## config.mk

```make
export PLATFORM = sky130hd
export DESIGN_NAME = uart_rx_dbuf
export DESIGN_NICKNAME = d
export VERILOG_FILES = /design/src/rtl/uart_rx_pkg.sv /design/src/rtl/rx_line_sync.sv /design/src/rtl/rx_bit_engine.sv /design/src/rtl/rx_hold_reg.sv /design/src/rtl/rx_bus_port.sv /design/src/rtl/uart_rx_dbuf.sv
export SDC_FILE = /design/constraint.sdc
export NUM_CORES = 1
export LEC_CHECK = 0
export BUFFER_PORTS_ARGS = -buffer_cell sky130_fd_sc_hd__buf_2
export CORE_MARGIN = 2
export CORE_UTILIZATION = 50
export CTS_CLUSTER_SIZE = 8
export DETAILED_ROUTE_END_ITERATION = 10
export MAX_ROUTING_LAYER = met4
export PLACE_DENSITY = 0.69
export SLEW_MARGIN = 40
export SYNTH_ARGS = -nofsm -noshare
export SYNTH_HDL_FRONTEND = slang
export SYNTH_HIERARCHICAL = 1
export SYNTH_SLANG_ARGS = --single-unit
export TNS_END_PERCENT = 100
```

## constraint.sdc

```tcl
create_clock -name clk -period 3 [get_ports clk]
set_clock_uncertainty 0.2 [all_clocks]
set_input_delay 0 -clock clk [delete_from_list [all_inputs] [get_ports clk]]
set_output_delay 0 -clock clk [all_outputs]
set_load 0.01 [all_outputs]
```

## src/rtl/uart_rx_pkg.sv

```systemverilog
package uart_rx_pkg;

   typedef enum logic [2:0] {
      RX_IDLE,
      RX_START,
      RX_DATA,
      RX_PAR,
      RX_STOP
   } rx_state_e;

   localparam int WLEN_W = 2;

   typedef struct packed {
      logic [WLEN_W-1:0] wlen;
      logic              par_en;
      logic              par_odd;
   } rx_cfg_t;

   // status register bit positions
   localparam int ST_AVAIL = 0;
   localparam int ST_OVR   = 1;
   localparam int ST_PAR   = 2;
   localparam int ST_FRM   = 3;
   localparam int ST_BITS  = 4;

endpackage

```

## src/rtl/rx_line_sync.sv

```systemverilog
module rx_line_sync #(
   parameter int STAGES = 2
) (
   input  logic clk,
   input  logic rst_n,
   input  logic din,
   output logic dout
);
   generate
      if (STAGES == 0) begin : g_bypass
         assign dout = din;
      end else begin : g_chain
         logic [STAGES-1:0] q;
         always_ff @(posedge clk or negedge rst_n) begin
            if (!rst_n) begin
               q <= '1;
            end else if (STAGES == 1) begin
               q <= din;
            end else begin
               q <= {q[STAGES-2:0], din};
            end
         end
         assign dout = q[STAGES-1];
      end
   endgenerate
endmodule

```

## src/rtl/rx_bit_engine.sv

```systemverilog
module rx_bit_engine
   import uart_rx_pkg::*;
#(
   parameter int OVS    = 16,
   parameter int DATA_W = 8
) (
   input  logic              clk,
   input  logic              rst_n,
   input  logic              line,
   input  rx_cfg_t           cfg,
   output logic              load,
   output logic [DATA_W-1:0] word,
   output logic              perr,
   output logic              ferr
);
   localparam int CNT_W    = $clog2(OVS);
   localparam int IDX_W    = $clog2(DATA_W + 1);
   localparam int MID      = OVS / 2 - 1;
   localparam int MIN_BITS = DATA_W - (2 ** WLEN_W - 1);

   localparam logic [CNT_W-1:0] CNT_MID  = CNT_W'(MID);
   localparam logic [CNT_W-1:0] CNT_LAST = CNT_W'(OVS - 1);

   rx_state_e         state;
   logic [CNT_W-1:0]  cnt;
   logic [IDX_W-1:0]  idx;
   logic [IDX_W-1:0]  nbits;
   logic [DATA_W-1:0] shreg;
   logic              par_acc;
   logic              perr_q;
   rx_cfg_t           cfg_q;
   logic              tick;

   assign tick  = (cnt == CNT_MID);
   assign nbits = IDX_W'(MIN_BITS) + IDX_W'(cfg_q.wlen);

   always_ff @(posedge clk or negedge rst_n) begin
      if (!rst_n) begin
         state   <= RX_IDLE;
         cnt     <= '0;
         idx     <= '0;
         shreg   <= '0;
         par_acc <= 1'b0;
         perr_q  <= 1'b0;
         cfg_q   <= '0;
      end else if (state == RX_IDLE) begin
         if (!line) begin
            state <= RX_START;
            cnt   <= '0;
            cfg_q <= cfg;
         end
      end else begin
         cnt <= (cnt == CNT_LAST) ? '0 : cnt + 1'b1;
         if (tick) begin
            case (state)
               RX_START: begin
                  if (line) begin
                     state <= RX_IDLE;
                  end else begin
                     state   <= RX_DATA;
                     idx     <= '0;
                     shreg   <= '0;
                     par_acc <= 1'b0;
                     perr_q  <= 1'b0;
                  end
               end
               RX_DATA: begin
                  shreg   <= {line, shreg[DATA_W-1:1]};
                  par_acc <= par_acc ^ line;
                  idx     <= idx + 1'b1;
                  if (idx == nbits - 1'b1) begin
                     state <= cfg_q.par_en ? RX_PAR : RX_STOP;
                  end
               end
               RX_PAR: begin
                  perr_q <= par_acc ^ line ^ cfg_q.par_odd;
                  state  <= RX_STOP;
               end
               RX_STOP: begin
                  state <= RX_IDLE;
               end
               default: state <= RX_IDLE;
            endcase
         end
      end
   end

   assign load = (state == RX_STOP) && tick;
   assign word = shreg >> (IDX_W'(DATA_W) - nbits);
   assign perr = perr_q;
   assign ferr = ~line;
endmodule

```

## src/rtl/rx_hold_reg.sv

```systemverilog
module rx_hold_reg #(
   parameter int DATA_W = 8
) (
   input  logic              clk,
   input  logic              rst_n,
   input  logic              load,
   input  logic [DATA_W-1:0] word_in,
   input  logic              perr_in,
   input  logic              ferr_in,
   input  logic              rd_clr,
   output logic [DATA_W-1:0] data_q,
   output logic              avail,
   output logic              ovr,
   output logic              par_err,
   output logic              frm_err
);
   always_ff @(posedge clk or negedge rst_n) begin
      if (!rst_n) begin
         data_q  <= '0;
         avail   <= 1'b0;
         ovr     <= 1'b0;
         par_err <= 1'b0;
         frm_err <= 1'b0;
      end else if (load) begin
         data_q  <= word_in;
         avail   <= 1'b1;
         ovr     <= avail & ~rd_clr;
         par_err <= perr_in;
         frm_err <= ferr_in;
      end else if (rd_clr) begin
         avail <= 1'b0;
      end
   end
endmodule

```

## src/rtl/rx_bus_port.sv

```systemverilog
module rx_bus_port
   import uart_rx_pkg::*;
#(
   parameter int DATA_W = 8
) (
   input  logic               en_a,
   input  logic               en_b_n,
   input  logic               en_c,
   input  logic               rnw,
   input  logic               addr,
   input  logic [DATA_W-1:0]  data_q,
   input  logic [ST_BITS-1:0] status,
   output logic [DATA_W-1:0]  rdata,
   output logic               rd_clr
);
   logic              rd_sel;
   logic [DATA_W-1:0] stat_w;

   generate
      if (DATA_W > ST_BITS) begin : g_pad
         assign stat_w = {{(DATA_W - ST_BITS){1'b0}}, status};
      end else begin : g_nopad
         assign stat_w = status[DATA_W-1:0];
      end
   endgenerate

   assign rd_sel = en_a & en_c & rnw & ~en_b_n;
   assign rd_clr = rd_sel & ~addr;
   assign rdata  = addr ? stat_w : data_q;
endmodule

```

## src/rtl/uart_rx_dbuf.sv

```systemverilog
module uart_rx_dbuf
   import uart_rx_pkg::*;
#(
   parameter int OVS         = 16,
   parameter int SYNC_STAGES = 2,
   parameter int DATA_W      = 8
) (
   input  logic              clk,
   input  logic              rst_n,
   input  logic              rx_serial,
   input  logic [1:0]        cfg_wlen,
   input  logic              cfg_par_en,
   input  logic              cfg_par_odd,
   input  logic              bus_en_a,
   input  logic              bus_en_b_n,
   input  logic              bus_en_c,
   input  logic              bus_rnw,
   input  logic              bus_addr,
   output logic [DATA_W-1:0] bus_rdata,
   output logic              rx_avail,
   output logic              rx_err_oe_pe,
   output logic              rx_frame_err
);
   generate
      if (OVS < 4 || (OVS % 2) != 0) begin : g_bad_ovs
         $error("OVS must be even and at least 4");
      end
      if (DATA_W < 2 ** WLEN_W || DATA_W < ST_BITS) begin : g_bad_width
         $error("DATA_W too small for word length code and status");
      end
      if (SYNC_STAGES < 0) begin : g_bad_sync
         $error("SYNC_STAGES must not be negative");
      end
   endgenerate

   logic              line_s;
   rx_cfg_t           cfg;
   logic              eng_load;
   logic [DATA_W-1:0] eng_word;
   logic              eng_perr;
   logic              eng_ferr;
   logic              rd_clr;
   logic [DATA_W-1:0] hold_data;
   logic              hold_ovr;
   logic              hold_par;
   logic              hold_frm;
   logic [ST_BITS-1:0] status;

   assign cfg = '{wlen: cfg_wlen, par_en: cfg_par_en, par_odd: cfg_par_odd};

   rx_line_sync #(.STAGES(SYNC_STAGES)) i_sync (
      .clk  (clk),
      .rst_n(rst_n),
      .din  (rx_serial),
      .dout (line_s)
   );

   rx_bit_engine #(.OVS(OVS), .DATA_W(DATA_W)) i_engine (
      .clk  (clk),
      .rst_n(rst_n),
      .line (line_s),
      .cfg  (cfg),
      .load (eng_load),
      .word (eng_word),
      .perr (eng_perr),
      .ferr (eng_ferr)
   );

   rx_hold_reg #(.DATA_W(DATA_W)) i_hold (
      .clk    (clk),
      .rst_n  (rst_n),
      .load   (eng_load),
      .word_in(eng_word),
      .perr_in(eng_perr),
      .ferr_in(eng_ferr),
      .rd_clr (rd_clr),
      .data_q (hold_data),
      .avail  (rx_avail),
      .ovr    (hold_ovr),
      .par_err(hold_par),
      .frm_err(hold_frm)
   );

   always_comb begin
      status           = '0;
      status[ST_AVAIL] = rx_avail;
      status[ST_OVR]   = hold_ovr;
      status[ST_PAR]   = hold_par;
      status[ST_FRM]   = hold_frm;
   end

   rx_bus_port #(.DATA_W(DATA_W)) i_bus (
      .en_a  (bus_en_a),
      .en_b_n(bus_en_b_n),
      .en_c  (bus_en_c),
      .rnw   (bus_rnw),
      .addr  (bus_addr),
      .data_q(hold_data),
      .status(status),
      .rdata (bus_rdata),
      .rd_clr(rd_clr)
   );

   assign rx_err_oe_pe = hold_ovr | hold_par;
   assign rx_frame_err = hold_frm;
endmodule

```

==> results of run 1 <==
==> stage by stage <==
step                      area (µm²)  total power [mW]  utilization (%)
final                           2480              1.94             57.8
after global routing            2480              2.09             57.8
after CTS                       2480              1.94             57.8
after detailed placement        2290              1.54             53.3
after global placement          2290              1.49             53.3
after floorplan                 2200              1.44                -
==> cells by family after synthesis <==
kind of cell	synth area share [%]
AND/OR/NAND/NOR	14.5
XOR/XNOR	2.39
AO/OA/AOI/OAI	13.7
adder cells (fa/ha/maj)	2.27
buffers and inverters	5.23
flip-flops	44.4
multiplexers	17.4
==> layer usage <==
metal  track usage [%]  vias to the layer above
met5                 -                        -
met4              4.91                        0
met3              4.91                        4
met2              28.3                       37
met1              25.7                      763
li1                  -                      705
==> Yosys cell counts, drive strengths merged <==
cell type,count
o21ai,8
a31oi,1
nand4,1
nor4b,1
buf,10
o21a,1
xor2,2
nand2b,2
inv,3
and2b,6
mux4,5
o31ai,2
nand3b,2
ha,4
a221o,1
nor2,10
nor3b,1
a211oi,1
and3,3
nand3,1
nor2b,1
a32o,1
a21o,2
and2,6
a31o,1
a21oi,5
o211ai,2
or2,1
or3,1
nand2,9
a21boi,2
clkbuf,1
dfrtp,37
nand4b,1
and4bb,1
a311oi,2
xnor2,4
nor3,4
a22oi,2
mux2,19
dfstp,2
a22o,9
==> final timing paths <==
kind	start	endpoint	slack (ps)	depth (start not counted)
max reg2reg	i_engine/cfg_q[2]$_DFFE_PN0P_	i_hold/data_q[2]$_DFFE_PN0P_	550	4
min in group clk	rx_serial	i_sync/g_chain.q[0]$_DFF_PN1_	150	2
min	rst_n	i_engine/cnt[2]$_DFFE_PN0P_	10	2
min reg2reg	i_sync/g_chain.q[0]$_DFF_PN1_	i_sync/g_chain.q[1]$_DFF_PN1_	170	0
max in group asynchronous	rst_n	i_sync/g_chain.q[0]$_DFF_PN1_	2220	2
max	i_engine/cfg_q[2]$_DFFE_PN0P_	i_hold/data_q[2]$_DFFE_PN0P_	550	4
==> registers in the layout, summed over array words and instances (netlist names) <==
name / cells
i_engine/shreg: 8
i_hold/par_err: 1
i_engine/cfg_q: 4
i_hold/avail: 1
i_engine/idx: 4
i_engine/state: 3
i_engine/perr: 1
i_hold/frm_err: 1
i_engine/cnt: 4
i_hold/ovr: 1
i_sync/g_chain.q: 2
i_hold/data_q: 8
i_engine/par_acc: 1
==> power by group through the flow <==
| stage | combinational, mW | clock (mW) | sequential, mW |
|---|---|---|---|
| 2_1_floorplan | 0.669 | 0 | 0.771 |
| 3_3_place_gp | 0.654 | 0 | 0.835 |
| 3_5_place_dp | 0.688 | 0 | 0.854 |
| 4_1_cts | 0.699 | 0.401 | 0.842 |
| 5_1_grt | 0.787 | 0.428 | 0.874 |
| 6_report | 0.699 | 0.390 | 0.848 |
==> critical path, delay by kind of cell, from the launching register on <==
kind	cells	cell delay [ps]
simple gates	1	170
mux	2	830
flops	1	540
fa+ha+maj	1	590
==> cell type report <==
cell class	instances	area [µm²]
sequential	39	978
multi-input combinational	125	1110
clock inverter	1	7.51
tap	52	65.1
fill	353	1810
inverter	3	11.3
timing repair buffer	32	210
clock buffer	7	96.3
==> flow_metrics.env, run 1 <==
export IMPL_hold_path_class="primary input to async pin"
export IMPL_yosysTopAreaCell="dfrtp_1"
export IMPL_drive_gt1_share_pct=33.8
export IMPL_first_global_vias=1483
export IMPL_groute_usage_overall_pct=18.9
export IMPL_drt_initial_drc_count=115
export IMPL_clkPwrFrac_pct=20.1
export IMPL_placedCellCount=242
export IMPL_cts_tree="done"
export IMPL_comb_power_share_pct=36.1
export IMPL_worstSetupStartpointType="register"
export IMPL_max_stage_delay_ps=590
export IMPL_synth_area_mm2=0.00220
export IMPL_layout_common_cells="dfrtp_1, buf_2, mux2_4"
export IMPL_synth_top_cell_area_share_pct=42.0
export IMPL_grt_pass1_wl_um=7260
export IMPL_crit_slowest_cell="ha_1"
export IMPL_cts_root_buf="clkbuf_8"
export IMPL_fin_crit_ps=2450
export IMPL_num_io_pins=23
export IMPL_synth_cell_types=57
export IMPL_maxCapViolCount=0
export IMPL_start_util_pct=51.3
export IMPL_setup_viol=0
export IMPL_dr_pass1_iters=6
export IMPL_wire_per_inst_um=15.7
export IMPL_yosysSeqAreaShare_pct=44.4
export IMPL_slew_violations=0
export IMPL_ant_nets=0
export IMPL_wl_um=4070
export IMPL_synthTopCellsByArea="dfrtp_1, mux2_4, mux4_1, a22o_1, mux2_2"
export IMPL_cp_max_fo=14
export IMPL_syn_avg_cell_area_um2=12.4
export IMPL_clockBufferDepth=2
export IMPL_layoutNonFillerInstCount=259
export IMPL_wl_met2_um=1940
export IMPL_grt_setup_unrepaired="false"
export IMPL_fp_coreArea_mm2=0.00429
export IMPL_min_period_over_period_pct=81.7
export IMPL_slew_headroom_pct=45.0
export IMPL_hpwl_um=2890
export IMPL_top_layer="met4"
export IMPL_cts_resized=0
export IMPL_insertion_delay_ps=290
export IMPL_hold_slack_ps=14.1
export IMPL_end_kind="register"
export IMPL_critPathKind="register to register"
export IMPL_grt_max_degree=40
export IMPL_clock_sinks=39
export IMPL_p_leak_nw=1.17
export IMPL_cp_cell_sequence="ha_1, mux4_1, and2_1, mux2_4"
export IMPL_place_gp_congestion=0.813
export IMPL_critPathRequiredTime_ps=2970
export IMPL_synth_seq_cells=39
export IMPL_p_int_mw=1.23
export IMPL_clkTransAtPathRegs_ps=70
export IMPL_cp_arrival_ps=2420
export IMPL_area_growth_pct=12.8
export IMPL_dieArea_mm2=0.00495
export IMPL_hold_viol=0
export IMPL_ir_drop_v=0.000538
export IMPL_tns_ps=0
export IMPL_num_vias=1509
export IMPL_cts_buffers=5
export IMPL_swShare_pct=36.6
export IMPL_status="complete, no violations"
export IMPL_dpl_worst_slack_ps=569
export IMPL_via_per_inst=5.83
export IMPL_die_x_um=70.4
export IMPL_cts_hold_buf=9
export IMPL_rows=24
export IMPL_fin_nets=222
export IMPL_yosysWarnings=6
export IMPL_syn_num_nets=194
export IMPL_p_seq_share_pct=43.8
export IMPL_tightest_slew_ps=821
export IMPL_dr_wl_met3_um=207
export IMPL_fmaxAchievable_mhz=408
export IMPL_die_y_um=70.4
export IMPL_antenna_found_initial=0
export IMPL_n_antenna_cell=0
export IMPL_cts_setup_buffers=0
export IMPL_p_switching_mw=0.709
export IMPL_layout_setup_ws_ps=550
export IMPL_io_buffers=22
export IMPL_power_density_mw_per_mm2=780
export IMPL_grt_ovfl_total=0
export IMPL_drc=0
export IMPL_htree_levels=2
export IMPL_wl_met1_um=1900
export IMPL_final_common_cell="dfrtp_1"
export IMPL_synthCells=178
Power figures use the tool's default switching activity.
==> run 2: changes to the inputs <==
--- a/config.mk
+++ b/config.mk
@@ -11,7 +11,7 @@
 export CTS_CLUSTER_SIZE = 8
 export DETAILED_ROUTE_END_ITERATION = 10
 export MAX_ROUTING_LAYER = met4
-export PLACE_DENSITY = 0.69
+export PLACE_DENSITY = 0.72
 export SLEW_MARGIN = 40
 export SYNTH_ARGS = -nofsm -noshare
 export SYNTH_HDL_FRONTEND = slang
==> constraint.sdc (replaced) <==
create_clock -name clk -period 2.05 [get_ports clk]
set_clock_uncertainty 0.2 [all_clocks]
set_input_delay 0 -clock clk [delete_from_list [all_inputs] [get_ports clk]]
set_output_delay 0 -clock clk [all_outputs]
set_load 0.01 [all_outputs]
==> flow_metrics.env, run 2 (synthesis results as in run 1) <==
export IMPL_ir_drop_v=0.000599
export IMPL_cts_buffers=5
export IMPL_via_per_inst=5.79
export IMPL_hold_slack_ps=16.6
export IMPL_start_util_pct=51.3
export IMPL_num_io_pins=23
export IMPL_layout_setup_ws_ps=39.0
export IMPL_area_growth_pct=20.5
export IMPL_htree_levels=2
export IMPL_antenna_found_initial=0
export IMPL_slew_headroom_pct=67.0
export IMPL_nFillCells=344
export IMPL_insertion_delay_ps=290
export IMPL_hpwl_um=3000
export IMPL_die_y_um=70.4
export IMPL_die_x_um=70.4
export IMPL_dpl_worst_slack_ps=-44.9
export IMPL_n_antenna_cell=0
export IMPL_place_gp_congestion=0.807
export IMPL_maxCapViolCount=0
export IMPL_layout_common_cells="dfrtp_1, buf_2, mux2_4, buf_4"
export IMPL_layoutNonFillerInstCount=271
export IMPL_dr_pass1_iters=4
export IMPL_dpl_cell_area_mm2=0.00239
export IMPL_drc=0
export IMPL_final_common_cell="dfrtp_1"
export IMPL_power_density_mw_per_mm2=1230
export IMPL_drive_gt1_share_pct=40.2
export IMPL_slew_violations=0
export IMPL_setup_viol=0
export IMPL_fin_nets=234
export IMPL_fmaxAchievable_mhz=497
export IMPL_placedCellCount=253
export IMPL_groute_usage_overall_pct=20.1
export IMPL_status="complete, no violations"
export IMPL_seqCellArea_um2=978
export IMPL_cp_arrival_ps=1980
export IMPL_fp_coreArea_mm2=0.00429
export IMPL_drt_initial_drc_count=131
export IMPL_wire_per_inst_um=16.1
export IMPL_cp_max_fo=5
export IMPL_final_area_mm2=0.00265
export IMPL_clkTransAtPathRegs_ps=70
export IMPL_ant_nets=0
export IMPL_grt_setup_unrepaired="true"
export IMPL_multi_input_area_mm2=0.00116
export IMPL_grt_max_degree=40
export IMPL_tightest_slew_ps=495
export IMPL_fin_crit_ps=2010
export IMPL_min_period_over_period_pct=98.1
export IMPL_dieArea_mm2=0.00495
export IMPL_worstSetupStartpointType="register"
export IMPL_clockBufferDepth=2
export IMPL_critPathRequiredTime_ps=2020
export IMPL_io_buffers=22
export IMPL_critPathKind="register to register"
export IMPL_finish_utilization_pct=61.8
export IMPL_grt_ovfl_total=0
export IMPL_cts_root_buf="clkbuf_8"
export IMPL_wl_um=4370
export IMPL_first_global_vias=1598
export IMPL_hold_path_class="primary input to async pin"
export IMPL_top_regs="i_engine/shreg x8, i_hold/data_q x8"
export IMPL_rows=24
export IMPL_grt_pass1_wl_um=7600
export IMPL_reg2reg_depth=4
export IMPL_end_kind="register"
export IMPL_num_vias=1569
export IMPL_cts_tree="done"
export IMPL_hold_viol=0
export IMPL_clock_sinks=39
export IMPL_p_leak_nw=1.24
-- run 2: cell count changes in the layout (fill, tap and decap cells not counted), moves of 2 or more --
cell,change
buf_4,+10
ha_1,-2
ha_4,+2
xor2_1,-2
xor2_2,+2
-- run 2: layout make-up --
type,instances,area share (%)
Multi-Input combinational cell,125,43.9
Sequential cell,39,36.9
Timing Repair Buffer,44,11.9
Clock buffer,6,3.11
Tap cell,52,2.45
Clock inverter,2,1.32
Inverter,3,0.424
-- run 2: power breakdown --
| group | internal, mW | switching [mW] |
|---|---|---|
| sequential | 0.957 | 0.223 |
| clock | 0.394 | 0.261 |
| combinational | 0.760 | 0.673 |
-- run 2: worst paths after layout --
kind / from / to / slack [ps]
setup / recovery: i_engine/cfg_q[2]$_DFFE_PN0P_ / i_hold/data_q[3]$_DFFE_PN0P_ / 40
hold / removal: rst_n / i_engine/cfg_q[3]$_DFFE_PN0P_ / 20
setup reg to reg: i_engine/cfg_q[2]$_DFFE_PN0P_ / i_hold/data_q[3]$_DFFE_PN0P_ / 40
hold reg to reg: i_sync/g_chain.q[0]$_DFF_PN1_ / i_sync/g_chain.q[1]$_DFF_PN1_ / 160
max in group asynchronous: rst_n / i_sync/g_chain.q[1]$_DFF_PN1_ / 1270
min in group clk: rx_serial / i_sync/g_chain.q[0]$_DFF_PN1_ / 140
-- run 2: worst max-delay path, cell delays in order (launching register included) --
cell and delay (ps):
dfrtp_1 420, ha_4 330, mux4_1 530, and2_1 170, mux2_4 250
-- run 2: timing repair --
action / CTS / global route
hold buffers: 9 / 0
pin swaps: 1 / 3
endpoints found under the setup margin: 6 / 6
endpoints found under the hold margin: 44 / 0
resized for setup: 3 / 6
buffers inserted: 0 / 1
cloned: 0 / 0
-- run 2: routing by layer --
layer	wire, µm	share of wire (%)	vias up	GRT usage [%]
met5	0	0	-	-
met4	87	2.0	0	7.69
met3	250	5.7	8	4.76
met2	2170	50	50	32.0
met1	1860	43	782	25.0
li1	-	-	729	-
-- run 2: through the flow --
stage / total power, mW / setup TNS (ps)
final: 3.27 / 0
after global routing: 3.51 / -50.5
after detailed placement: 2.44 / -167
after CTS: 3.18 / 0
after global placement: 2.35 / 0
after floorplan: 2.12 / -30.7
==> run 3: changes to the inputs <==
--- a/config.mk
+++ b/config.mk
@@ -11,7 +11,7 @@
 export CTS_CLUSTER_SIZE = 8
 export DETAILED_ROUTE_END_ITERATION = 10
 export MAX_ROUTING_LAYER = met4
-export PLACE_DENSITY = 0.72
+export PLACE_DENSITY_LB_ADDON = 0.15
 export SLEW_MARGIN = 40
 export SYNTH_ARGS = -nofsm -noshare
 export SYNTH_HDL_FRONTEND = slang
==> flow_metrics.env, run 3 (synthesis results as in run 1) <==
export IMPL_p_seq_share_pct=36.8
export IMPL_cts_tree="done"
export IMPL_multi_input_area_mm2=0.00116
export IMPL_n_antenna_cell=0
export IMPL_slew_headroom_pct=66.0
export IMPL_p_int_mw=2.08
export IMPL_cts_root_buf="clkbuf_8"
export IMPL_layout_common_cells="dfrtp_1, buf_2, buf_4, mux2_4"
export IMPL_groute_usage_overall_pct=18.7
export IMPL_ant_nets=0
export IMPL_nFillCells=347
export IMPL_cp_max_fo=6
export IMPL_die_y_um=70.4
export IMPL_final_area_mm2=0.00267
export IMPL_setup_viol=0
export IMPL_htree_levels=2
export IMPL_grt_ovfl_total=0
export IMPL_insertion_delay_ps=290
export IMPL_grt_setup_unrepaired="true"
export IMPL_dpl_worst_slack_ps=-79.5
export IMPL_clkPwrFrac_pct=17.6
export IMPL_end_kind="register"
export IMPL_antenna_found_initial=0
export IMPL_rows=24
export IMPL_critPathRequiredTime_ps=2030
export IMPL_cts_buffers=5
export IMPL_fin_nets=238
export IMPL_seqCellArea_um2=978
export IMPL_fp_coreArea_mm2=0.00429
export IMPL_final_common_cell="dfrtp_1"
export IMPL_clkTransAtPathRegs_ps=70
export IMPL_p_total_mw=3.21
export IMPL_dr_pass1_iters=4
export IMPL_io_buffers=22
export IMPL_clockBufferDepth=2
export IMPL_min_period_over_period_pct=97.9
export IMPL_p_leak_nw=1.25
export IMPL_fin_crit_ps=2010
export IMPL_wl_um=4270
export IMPL_die_x_um=70.4
export IMPL_swShare_pct=35.2
export IMPL_drc=0
export IMPL_layout_setup_ws_ps=43.3
export IMPL_num_io_pins=23
export IMPL_via_per_inst=5.59
export IMPL_comb_power_share_pct=45.6
export IMPL_cp_arrival_ps=1980
export IMPL_start_util_pct=51.3
export IMPL_ir_drop_v=0.000699
export IMPL_dpl_cell_area_mm2=0.00240
export IMPL_clock_sinks=39
export IMPL_worstSetupStartpointType="register"
export IMPL_fmaxAchievable_mhz=498
export IMPL_grt_max_degree=40
export IMPL_hold_path_class="primary input to async pin"
export IMPL_num_vias=1536
export IMPL_status="complete, no violations"
export IMPL_first_global_vias=1558
export IMPL_hold_viol=0
export IMPL_area_growth_pct=21.1
export IMPL_critPathKind="register to register"
export IMPL_p_switching_mw=1.13
export IMPL_slew_violations=0
export IMPL_drive_gt1_share_pct=41.3
export IMPL_grt_pass1_wl_um=7150
export IMPL_drt_initial_drc_count=65
export IMPL_dieArea_mm2=0.00495
export IMPL_top_regs="i_engine/shreg x8, i_hold/data_q x8"
export IMPL_hpwl_um=3020
export IMPL_power_density_mw_per_mm2=1200
export IMPL_hold_slack_ps=23.7
export IMPL_wire_per_inst_um=15.5
export IMPL_tightest_slew_ps=510
export IMPL_place_gp_congestion=0.824
export IMPL_maxCapViolCount=0
run 3: critical path, cell delays in order, from the launching register on:
cell     delay, ps
dfrtp_1        420
ha_4           330
mux4_1         540
and2_1         160
mux2_4         240
run 3: power by group through the flow:
| stage | combinational (mW) | clock, mW | sequential, mW |
|---|---|---|---|
| floorplan | 0.991 | 0 | 1.13 |
| global placement | 1.25 | 0 | 1.16 |
| detailed placement | 1.30 | 0 | 1.17 |
| CTS | 1.36 | 0.589 | 1.16 |
| global route | 1.61 | 0.621 | 1.22 |
| finish | 1.46 | 0.565 | 1.18 |
run 3: repair_timing:
action,CTS,global route
hold buffers,9,0
pin swaps,0,5
hold endpoints to repair,46,0
resized for setup,3,7
setup buffers,0,4
setup endpoints to repair,6,11
run 3: through the flow:
step           utilization [%]  std cells  TNS (ps)
4_1_cts                   60.8        271         0
6_report                  62.1        275         0
3_5_place_dp              55.9        254      -319
3_3_place_gp              55.9        254     -85.4
2_1_floorplan                -        178     -30.7
5_1_grt                   62.1        275      -116
run 3: path summary, 6_finish.rpt:
check	start	end	slack (ps)	depth (start not counted)
setup / recovery	i_engine/cfg_q[2]$_DFFE_PN0P_	i_hold/data_q[3]$_DFFE_PN0P_	40	4
hold / removal	rst_n	i_hold/data_q[5]$_DFFE_PN0P_	20	2
setup reg to reg	i_engine/cfg_q[2]$_DFFE_PN0P_	i_hold/data_q[3]$_DFFE_PN0P_	40	4
hold reg to reg	i_sync/g_chain.q[0]$_DFF_PN1_	i_sync/g_chain.q[1]$_DFF_PN1_	160	0
max in group asynchronous	rst_n	i_sync/g_chain.q[1]$_DFF_PN1_	1250	2
min in group clk	rx_serial	i_sync/g_chain.q[0]$_DFF_PN1_	150	2
run 3: layout make-up:
cell class,count,share of cell area (%)
multi-input cells,125,43.7
well taps,52,2.44
clock buffers,8,3.75
inverters,3,0.422
flip-flops and latches,39,36.7
repair buffers,48,13.0
run 3: per-layer routing:
layer  vias up  wire (µm)  global-route usage (%)
met5         -          0                       -
met4         0         59                    5.98
met3         7        192                    4.47
met2        35       2000                    29.0
met1       750       2020                    24.2
li1        744          -                       -
